$ cat src/rtl/errsup_pkg.sv
package errsup_pkg;
  localparam int FLAG_W   = 6;
  localparam int NUM_SRC  = 7;
  localparam int IDX_W    = $clog2(NUM_SRC);
  localparam int CODE_W   = 8;
  localparam int ID_W     = 11;
  localparam logic [ID_W-1:0] REPORT_ID = 11'h3FF;

  // pending-slot positions, lowest index served first
  localparam int SRC_OVF     = 0;
  localparam int SRC_RXWARN  = 1;
  localparam int SRC_TXWARN  = 2;
  localparam int SRC_RXPASS  = 3;
  localparam int SRC_TXPASS  = 4;
  localparam int SRC_INVALID = 5;
  localparam int SRC_BUSOFF  = 6;
  localparam int FLAG_BUSOFF = 5;

  typedef enum logic [1:0] {ST_IDLE, ST_REINIT, ST_SEND, ST_HALT} state_t;
  typedef enum logic [1:0] {KIND_PLAIN, KIND_RECOVER, KIND_FINAL} kind_t;

  typedef struct packed {
    logic take;      // latch code of selected slot and clear it
    logic markSeen;  // recovery report went out
    logic freeze;    // halted: drop and ignore everything
  } ctlStrobe_t;

  typedef struct packed {
    logic anyPending;
    logic selBusOff;
    logic seen;
  } dpStatus_t;

  function automatic logic [CODE_W-1:0] codeFor(input logic [IDX_W-1:0] idx, input logic seen);
    case (idx)
      IDX_W'(SRC_OVF):     codeFor = 8'h11;
      IDX_W'(SRC_RXWARN):  codeFor = 8'h01;
      IDX_W'(SRC_TXWARN):  codeFor = 8'h02;
      IDX_W'(SRC_RXPASS):  codeFor = 8'h03;
      IDX_W'(SRC_TXPASS):  codeFor = 8'h04;
      IDX_W'(SRC_INVALID): codeFor = 8'h20;
      default:             codeFor = seen ? 8'h13 : 8'h12;
    endcase
  endfunction
endpackage

$ cat src/rtl/errsup_dp.sv
module errsup_dp
  import errsup_pkg::*;
(
  input  logic              clk,
  input  logic              rst_n,
  input  logic              irqStrobe,
  input  logic              irqRxCause,
  input  logic              irqErrCause,
  input  logic [FLAG_W-1:0] errFlags,
  input  ctlStrobe_t        ctl,
  output dpStatus_t         status,
  output logic [CODE_W-1:0] curCode
);
  logic [NUM_SRC-1:0] pending;
  logic [NUM_SRC-1:0] newBits;
  logic [NUM_SRC-1:0] clearMask;
  logic [IDX_W-1:0]   selIdx;
  logic               found;
  logic               seen;
  logic               errEvent;

  assign errEvent = irqStrobe && irqErrCause;

  genvar g;
  generate
    for (g = 0; g < SRC_INVALID; g++) begin : g_flagMap
      assign newBits[g] = errEvent && errFlags[g];
    end
  endgenerate
  assign newBits[SRC_INVALID] = irqStrobe && !irqRxCause && !irqErrCause;
  assign newBits[SRC_BUSOFF]  = errEvent && errFlags[FLAG_BUSOFF];

  always_comb begin
    selIdx = '0;
    found  = 1'b0;
    for (int i = 0; i < NUM_SRC; i++) begin
      if (pending[i] && !found) begin
        selIdx = IDX_W'(i);
        found  = 1'b1;
      end
    end
  end

  assign clearMask = ctl.take ? (NUM_SRC'(1) << selIdx) : '0;

  always_ff @(posedge clk) begin
    if (!rst_n || ctl.freeze) begin
      pending <= '0;
    end else begin
      pending <= (pending & ~clearMask) | newBits;
    end
  end

  always_ff @(posedge clk) begin
    if (!rst_n) begin
      seen    <= 1'b0;
      curCode <= '0;
    end else begin
      if (ctl.markSeen) seen <= 1'b1;
      if (ctl.take)     curCode <= codeFor(selIdx, seen);
    end
  end

  assign status.anyPending = found;
  assign status.selBusOff  = (selIdx == IDX_W'(SRC_BUSOFF));
  assign status.seen       = seen;
endmodule

$ cat src/rtl/errsup_ctl.sv
module errsup_ctl
  import errsup_pkg::*;
(
  input  logic       clk,
  input  logic       rst_n,
  input  dpStatus_t  status,
  input  logic       txDone,
  input  logic       txFail,
  output ctlStrobe_t ctl,
  output logic       txReq,
  output logic       ctrlReinit,
  output logic       halted
);
  state_t state, nextState;
  kind_t  kind, nextKind;
  logic   result, success;

  assign result  = txDone || txFail;
  assign success = txDone && !txFail;

  always_comb begin
    nextState    = state;
    nextKind     = kind;
    ctl.take     = 1'b0;
    ctl.markSeen = 1'b0;
    ctl.freeze   = (state == ST_HALT);
    case (state)
      ST_IDLE: begin
        if (status.anyPending) begin
          ctl.take = 1'b1;
          if (status.selBusOff && !status.seen) begin
            nextState = ST_REINIT;
            nextKind  = KIND_RECOVER;
          end else begin
            nextState = ST_SEND;
            nextKind  = status.selBusOff ? KIND_FINAL : KIND_PLAIN;
          end
        end
      end
      ST_REINIT: nextState = ST_SEND;
      ST_SEND: begin
        if (result) begin
          case (kind)
            KIND_RECOVER: begin
              if (success) begin
                ctl.markSeen = 1'b1;
                nextState    = ST_IDLE;
              end else begin
                nextState = ST_HALT;
              end
            end
            KIND_FINAL: nextState = ST_HALT;
            default:    nextState = ST_IDLE;
          endcase
        end
      end
      default: nextState = ST_HALT;
    endcase
  end

  always_ff @(posedge clk) begin
    if (!rst_n) begin
      state <= ST_IDLE;
      kind  <= KIND_PLAIN;
    end else begin
      state <= nextState;
      kind  <= nextKind;
    end
  end

  assign txReq      = (state == ST_SEND);
  assign ctrlReinit = (state == ST_REINIT);
  assign halted     = (state == ST_HALT);
endmodule

$ cat src/rtl/can_err_supervisor.sv
module can_err_supervisor
  import errsup_pkg::*;
(
  input  logic              clk,
  input  logic              rst_n,
  input  logic              irqStrobe,
  input  logic              irqRxCause,
  input  logic              irqErrCause,
  input  logic [FLAG_W-1:0] errFlags,
  input  logic              txDone,
  input  logic              txFail,
  output logic              txReq,
  output logic [ID_W-1:0]   txId,
  output logic [CODE_W-1:0] txCode,
  output logic              ctrlReinit,
  output logic              halted
);
  ctlStrobe_t ctl;
  dpStatus_t  status;

  errsup_dp u_dp (
    .clk(clk), .rst_n(rst_n),
    .irqStrobe(irqStrobe), .irqRxCause(irqRxCause), .irqErrCause(irqErrCause),
    .errFlags(errFlags), .ctl(ctl), .status(status), .curCode(txCode)
  );

  errsup_ctl u_ctl (
    .clk(clk), .rst_n(rst_n), .status(status),
    .txDone(txDone), .txFail(txFail), .ctl(ctl),
    .txReq(txReq), .ctrlReinit(ctrlReinit), .halted(halted)
  );

  assign txId = REPORT_ID;
endmodule

$ cat config.mk
export PLATFORM = sky130hd
export DESIGN_NAME = can_err_supervisor
export DESIGN_NICKNAME = d
export VERILOG_FILES = /design/src/rtl/errsup_pkg.sv /design/src/rtl/errsup_dp.sv /design/src/rtl/errsup_ctl.sv /design/src/rtl/can_err_supervisor.sv
export SDC_FILE = /design/constraint.sdc
export NUM_CORES = 1
export LEC_CHECK = 0
export BUFFER_PORTS_ARGS = -buffer_cell sky130_fd_sc_hd__buf_4
export CAP_MARGIN = 20
export CORE_MARGIN = 2
export CORE_UTILIZATION = 43
export CTS_CLUSTER_DIAMETER = 80
export DETAILED_ROUTE_END_ITERATION = 8
export PLACE_DENSITY = 0.74
export SKIP_LAST_GASP = 1
export SYNTH_ARGS = -nofsm -noshare
export SYNTH_HDL_FRONTEND = slang
export SYNTH_SLANG_ARGS = --single-unit
export TNS_END_PERCENT = 1
$ cat constraint.sdc
create_clock -name clk -period 1.25 [get_ports clk]
set_input_delay 0.0625 -clock clk [delete_from_list [all_inputs] [get_ports clk]]
set_output_delay 0.0625 -clock clk [all_outputs]
set_load 0.05 [all_outputs]
# [Yosys cells after proc, flatten, opt, wreduce, memory -nomap -nowiden]
# Cells that the tools add are included.
[op_classes] bitwise_logic=3 n_lt_le_gt_ge=0 n_reduce_logical=34 addsub=0 mux=30 mul=0 shift=1 eq_ne=13 n_div=0
[ops] op="$pmux 8 s6" count=1
[ops] op="$logic_and 1x1->1" count=17
[ops] op="$mux 2" count=8
[ops] op="$mux 1" count=15
[ops] op="$logic_not 1->1" count=11
[ops] op="$eq 3x3->1 const B" count=3
[ops] op="$mux 3" count=3
[ops] op="$and 7x7->7" count=1
[ops] op="$mux 7" count=1
[ops] op="$not 7->7" count=1
[ops] op="$or 7x7->7" count=1
[ops] op="$shl 1x3->7 const A" count=1
[ops] op="$eq 2x2->1 const B" count=3
[ops] op="$eq 3x2->1 const B" count=2
[ops] op="$pmux 2 s3" count=1
[ops] op="$eq 2x1->1 const B" count=2
[ops] op="$pmux 2 s2" count=1
[ops] op="$reduce_and 2->1" count=2
[ops] op="$eq 3x1->1 const B" count=1
[ops] op="$logic_not 3->1" count=1
[ops] op="$logic_not 2->1" count=1
[ops] op="$logic_or 1x1->1" count=2
[ops] op="$ne 2x1->1 const B" count=1
[ops] op="$ne 2x2->1 const B" count=1
[word_totals] in_bits=13 mem_count=0 ff_bits=20 mem_bits_ro=0 latchBits=0 ram_bits=0 output_inout_bits=22 wordCells=86

# [Depth between registers and ports, before layout]
[logic_depth] word_depth=25 mapped_depth=5 depth_no_buf=5

# [Hierarchy]
# From an unflattened synthesis, not the netlist that was laid out.
[hier_totals] cells_unflattened=114 hier_area_um2=975.9
[by_module_without_submodules] mod="errsup_dp" seq_area_each_um2=260.2 cells_per_inst=70 n_inst=1 area_each_um2=623.1
[by_module_without_submodules] mod="errsup_ctl" seq_area_each_um2=80.1 cells_per_inst=31 n_inst=1 area_each_um2=262.8
[by_module_without_submodules] mod="can_err_supervisor" seq_area_each_um2=0.0 cells_per_inst=13 n_inst=1 area_each_um2=90.1

# [Worst setup path after synthesis]
# No wires, ideal clock.
[synth_timing] path_kind="flip-flop to flip-flop" start="reg u_ctl.state[1]" end="reg u_ctl.state[1]" n_path_buf=0 stages_incl_launch_ff=4 t_arrival_ps=1687 setup_slack_ps=-553 setup_time_ps=116 period_less_slack_ps=1803 t_required_ps=1134 cell_sequence="dfxtp_1 > nor2b_1 > o221ai_1 > and3b_1"
[synth_via] elab_chain_cells=3 elab_cells_between_ends=7 classes_between="eq/ne (4); mux (1); reduce/logical (2)"
[synth_rtl] item="start: declaration" line_no="errsup_ctl.sv:14" source="state_t state, nextState;"
[synth_rtl] item="start signal: assignment" line_no="errsup_ctl.sv:66" source="state <= nextState;"
[synth_rtl] item="$eq 2x2->1 *"
[synth_rtl] item="net txReq" line_no="can_err_supervisor.sv:12" source="output logic txReq,"
[synth_rtl] item="$ne 2x1->1 (no source line)"
[synth_rtl] item="$reduce_and 2->1 (no source line)"
# Mark *: on every way through the listed nets, which the timed path passes. The rest lies on a longest branch.
# A chain may end at the register's enable or synchronous reset.

# [Worst setup path in the final report]
[layout_timing] start="reg u_ctl.state[0]" end="reg u_dp.curCode[0]"
[layout_via] elab_chain_cells=2
[layout_rtl] item="$logic_not 2->1" line_no="errsup_ctl.sv:27" source="case (state)"
[layout_rtl] item="$mux 1" line_no="errsup_ctl.sv:27"
[layout_rtl] item="end signal: assignment" line_no="errsup_dp.sv:60" source="if (ctl.take) curCode <= codeFor(selIdx, seen);"
[layout_rtl] item="end: declaration" line_no="errsup_dp.sv:12" source="output logic [CODE_W-1:0] curCode"
# Every way passes these cells.

==> results.sh <==
export IMPL_die_area_um2=2620
export IMPL_gp_congestion=0.843
export IMPL_max_stage_delay_ns=0.56
export IMPL_peakVddDrop_mv=1.07
export IMPL_stdcell_area_um2=1220
export IMPL_route_vias_total=884
export IMPL_fin_cells=174
export IMPL_hpwl_mm=1.69
export IMPL_synth_seq_cells=17
export IMPL_drive_above_1_share_pct=34.9
export IMPL_grt_max_degree=10
export IMPL_num_fill_cells=213
export IMPL_dr_pass1_iters=4
export IMPL_dp_cells=170
export IMPL_r2r_end="u_dp.curCode[0]"
export IMPL_synth_edf_count=0
export IMPL_synth_area_leaders="dfxtp_1 36%, buf_4 11%, nand2_1 4.3%, a21oi_1 3.7%, nor2_1 3.5%"
export IMPL_crit_start="u_ctl.state[0]"
export IMPL_slowest_stage="or4_4"
export IMPL_finalMaxSlewViolations=0
export IMPL_ys_seq_area_share_pct=35.6
export IMPL_hold_class="in2reg"
export IMPL_netlist_top_cells_count="17 x dfxtp_1, 14 x buf_4, 11 x nand2_1"
export IMPL_drtIter0Drc=5
export IMPL_hold_viol=0
export IMPL_yosys_area_top_type="dfxtp_1"
export IMPL_endpoint_kind="flop"
export IMPL_root_buffer="clkbuf_4"
export IMPL_crit_reg2reg_launch="u_ctl.state[0]"
export IMPL_syn_avg_cell_area_um2=8.39
export IMPL_critPathRequiredTime_ns=1.44
export IMPL_start_util_pct=44.5
export IMPL_via_per_inst=5.08
export IMPL_outcome="complete, but fails checks"
export IMPL_cts_clk_slew_worst_paths_ns=0.10
export IMPL_leakagePower_nw=0.536
export IMPL_ys_flop_type="dfxtp_1"
export IMPL_yosysWarnings=0
export IMPL_fin_crit_sh_pct=109
export IMPL_drc=0
export IMPL_boundaryPins=35
export IMPL_maxCapViolCount=0
export IMPL_setup_viol=8
export IMPL_violations="setup timing"
export IMPL_cp_endpoint="u_dp.curCode[0]"
export IMPL_worstSetupPathType="reg2reg"
export IMPL_num_rows=17
export IMPL_diodes=0
export IMPL_power_mw=1.92
export IMPL_antenna_found_initial=0
export IMPL_cts_buffer_depth=2
export IMPL_critPathMaxFanout=4
export IMPL_fin_nets=162
export IMPL_tns_ns=-0.416
export IMPL_synthToLayoutAreaGrowth_pct=27.6
export IMPL_worst_ep_arrival_time_ns=1.55
export IMPL_ctsHtreeMaxLevel=1
export IMPL_holdPathStages=3
export IMPL_max_freq_ghz=0.737
export IMPL_placed_area_um2=1180
export IMPL_core_area_um2=2150
export IMPL_drt_total_wl_mm=2.17
export IMPL_synth_top_area_share_pct=35.6
export IMPL_fin_crit_ns=1.36
export IMPL_postLayoutSetupSlackWorst_ns=-0.107
export IMPL_track_usage_pct=18.1
export IMPL_ys_async_sr_fraction_pct=0
export IMPL_ff2ff_setup_slack_ns=-0.11
export IMPL_cts_buffers=3
export IMPL_power_density_nw_per_um2=1570
export IMPL_synth_cells=114
export IMPL_critPathLaunchType="flop"
export IMPL_synth_cell_types=39
export IMPL_synth_most_common_cell="dfxtp_1"
export IMPL_clock_latency_ns=0.29
export IMPL_die_x_um=51.2
export IMPL_wl_per_cell_um=12.5
export IMPL_cts_sinks=17
export IMPL_chipHeight_um=51.2
export IMPL_cp_cell_sequence="or4_4 -> a211o_1 -> o211a_1"
export IMPL_port_buffer_count=20
export IMPL_grt_pass1_wl_mm=3.63
export IMPL_first_global_vias=825
export IMPL_rsz0062_at_grt="true"
export IMPL_synthesis_area_um2=956
export IMPL_reg2reg_depth=3
export IMPL_antenna_left=0
export IMPL_grt_overflow=0
export IMPL_skew_ns=0.00311
export IMPL_cts_tree="yes"
[metrics by stage]
step	setup slack [ns]	hold slack [ns]	util, %
floorplan	-0.102	0.199	-
global placement	-0.101	0.313	54.7
detailed placement	-0.127	0.321	54.7
CTS	-0.103	0.00939	56.7
global route	-0.144	0.0128	56.8
finish	-0.107	0.0151	56.8
[per-layer routing]
metal  track usage, %  part of all wire [%]  up-vias
met3             2.63                   4.8        0
met5                0                     0        -
met4             5.41                     0        0
met2             30.1                    47       28
li1                 -                     -      448
met1             24.2                    48      408
[report_power, final]
| part | internal [mW] | total [mW] | switching, mW | leakage (nW) |
|---|---|---|---|---|
| sequential | 0.611 | 0.667 | 0.0555 | 0.140 |
| clock | 0.124 | 0.293 | 0.169 | 0.0150 |
| combinational | 0.362 | 0.956 | 0.594 | 0.381 |
| total | 1.10 | 1.92 | 0.819 | 0.536 |
[repair_timing]
| action | 4_1_cts | 5_1_grt |
|---|---|---|
| buffers inserted | 0 | 0 |
| gates resized for setup | 5 | 1 |
| hold buffers | 0 | 0 |
| pin swaps | 1 | 0 |
| endpoints found under the setup margin | 9 | 16 |
[final cells by class]
type | instances | area, µm² | area share (%)
sequential | 17 | 345 | 28.3
tap | 28 | 35.0 | 2.87
multi-input combinational | 88 | 551 | 45.1
timing repair buffer | 33 | 248 | 20.3
inverter | 4 | 15.0 | 1.23
clock buffer | 4 | 26.3 | 2.15
[worst max-delay path, delay by kind of cell (launching register included)]
kind            cells  cell delay (ns)
flops               1             0.34
compound gates      2             0.36
simple gates        1             0.56
[placed cells by master (no fill, tap or decap), types with 2 or more instances in the layout]
cell      Yosys  final
nor2_1        9      9
dfxtp_1      17     13
o32ai_1       2      2
or4_4         2      2
o21ai_0       3      3
a21oi_1       7      7
buf_4        14     33
nor3_1        3      3
ha_1          2      2
inv_1         4      4
a31oi_1       3      3
nand2b_1      2      2
nand4b_1      2      2
nand2_1      11     11
conb_1        2     14
a211oi_1      2      2
o22ai_1       2      2
a22oi_1       3      3
or2_2         2      2
dfxtp_2       0      4
clkbuf_4      0      3
[registers in the layout (all words and copies together) (netlist names)]
name and cells:
u_ctl.kind 2, u_ctl.state 2, u_dp.curCode 5, u_dp.pending 7, u_dp.seen 1
[how the worst min path moves through the flow]
stage                                  to         from
after floorplan           u_dp.pending[3]  errFlags[3]
after global placement    u_dp.pending[3]  errFlags[3]
after detailed placement  u_dp.pending[1]  errFlags[1]
after CTS                 u_dp.pending[3]  errFlags[3]
after global routing      u_dp.pending[4]  errFlags[4]
final                     u_dp.pending[3]  errFlags[3]
[cells by family (layout without fill, tap and decap cells)]
kind of cell             Yosys count  in the layout  share of synthesized area (%)
AND/OR/NAND/NOR                   41             41                           24.9
AO/OA/AOI/OAI                     31             31                           22.4
buffers and inverters             21             41                           13.7
flip-flops                        17             17                           35.6
adder cells (fa/ha/maj)            2              2                           2.62
other                              2             14                          0.786
No activity file was read; power rests on OpenSTA's default activity.
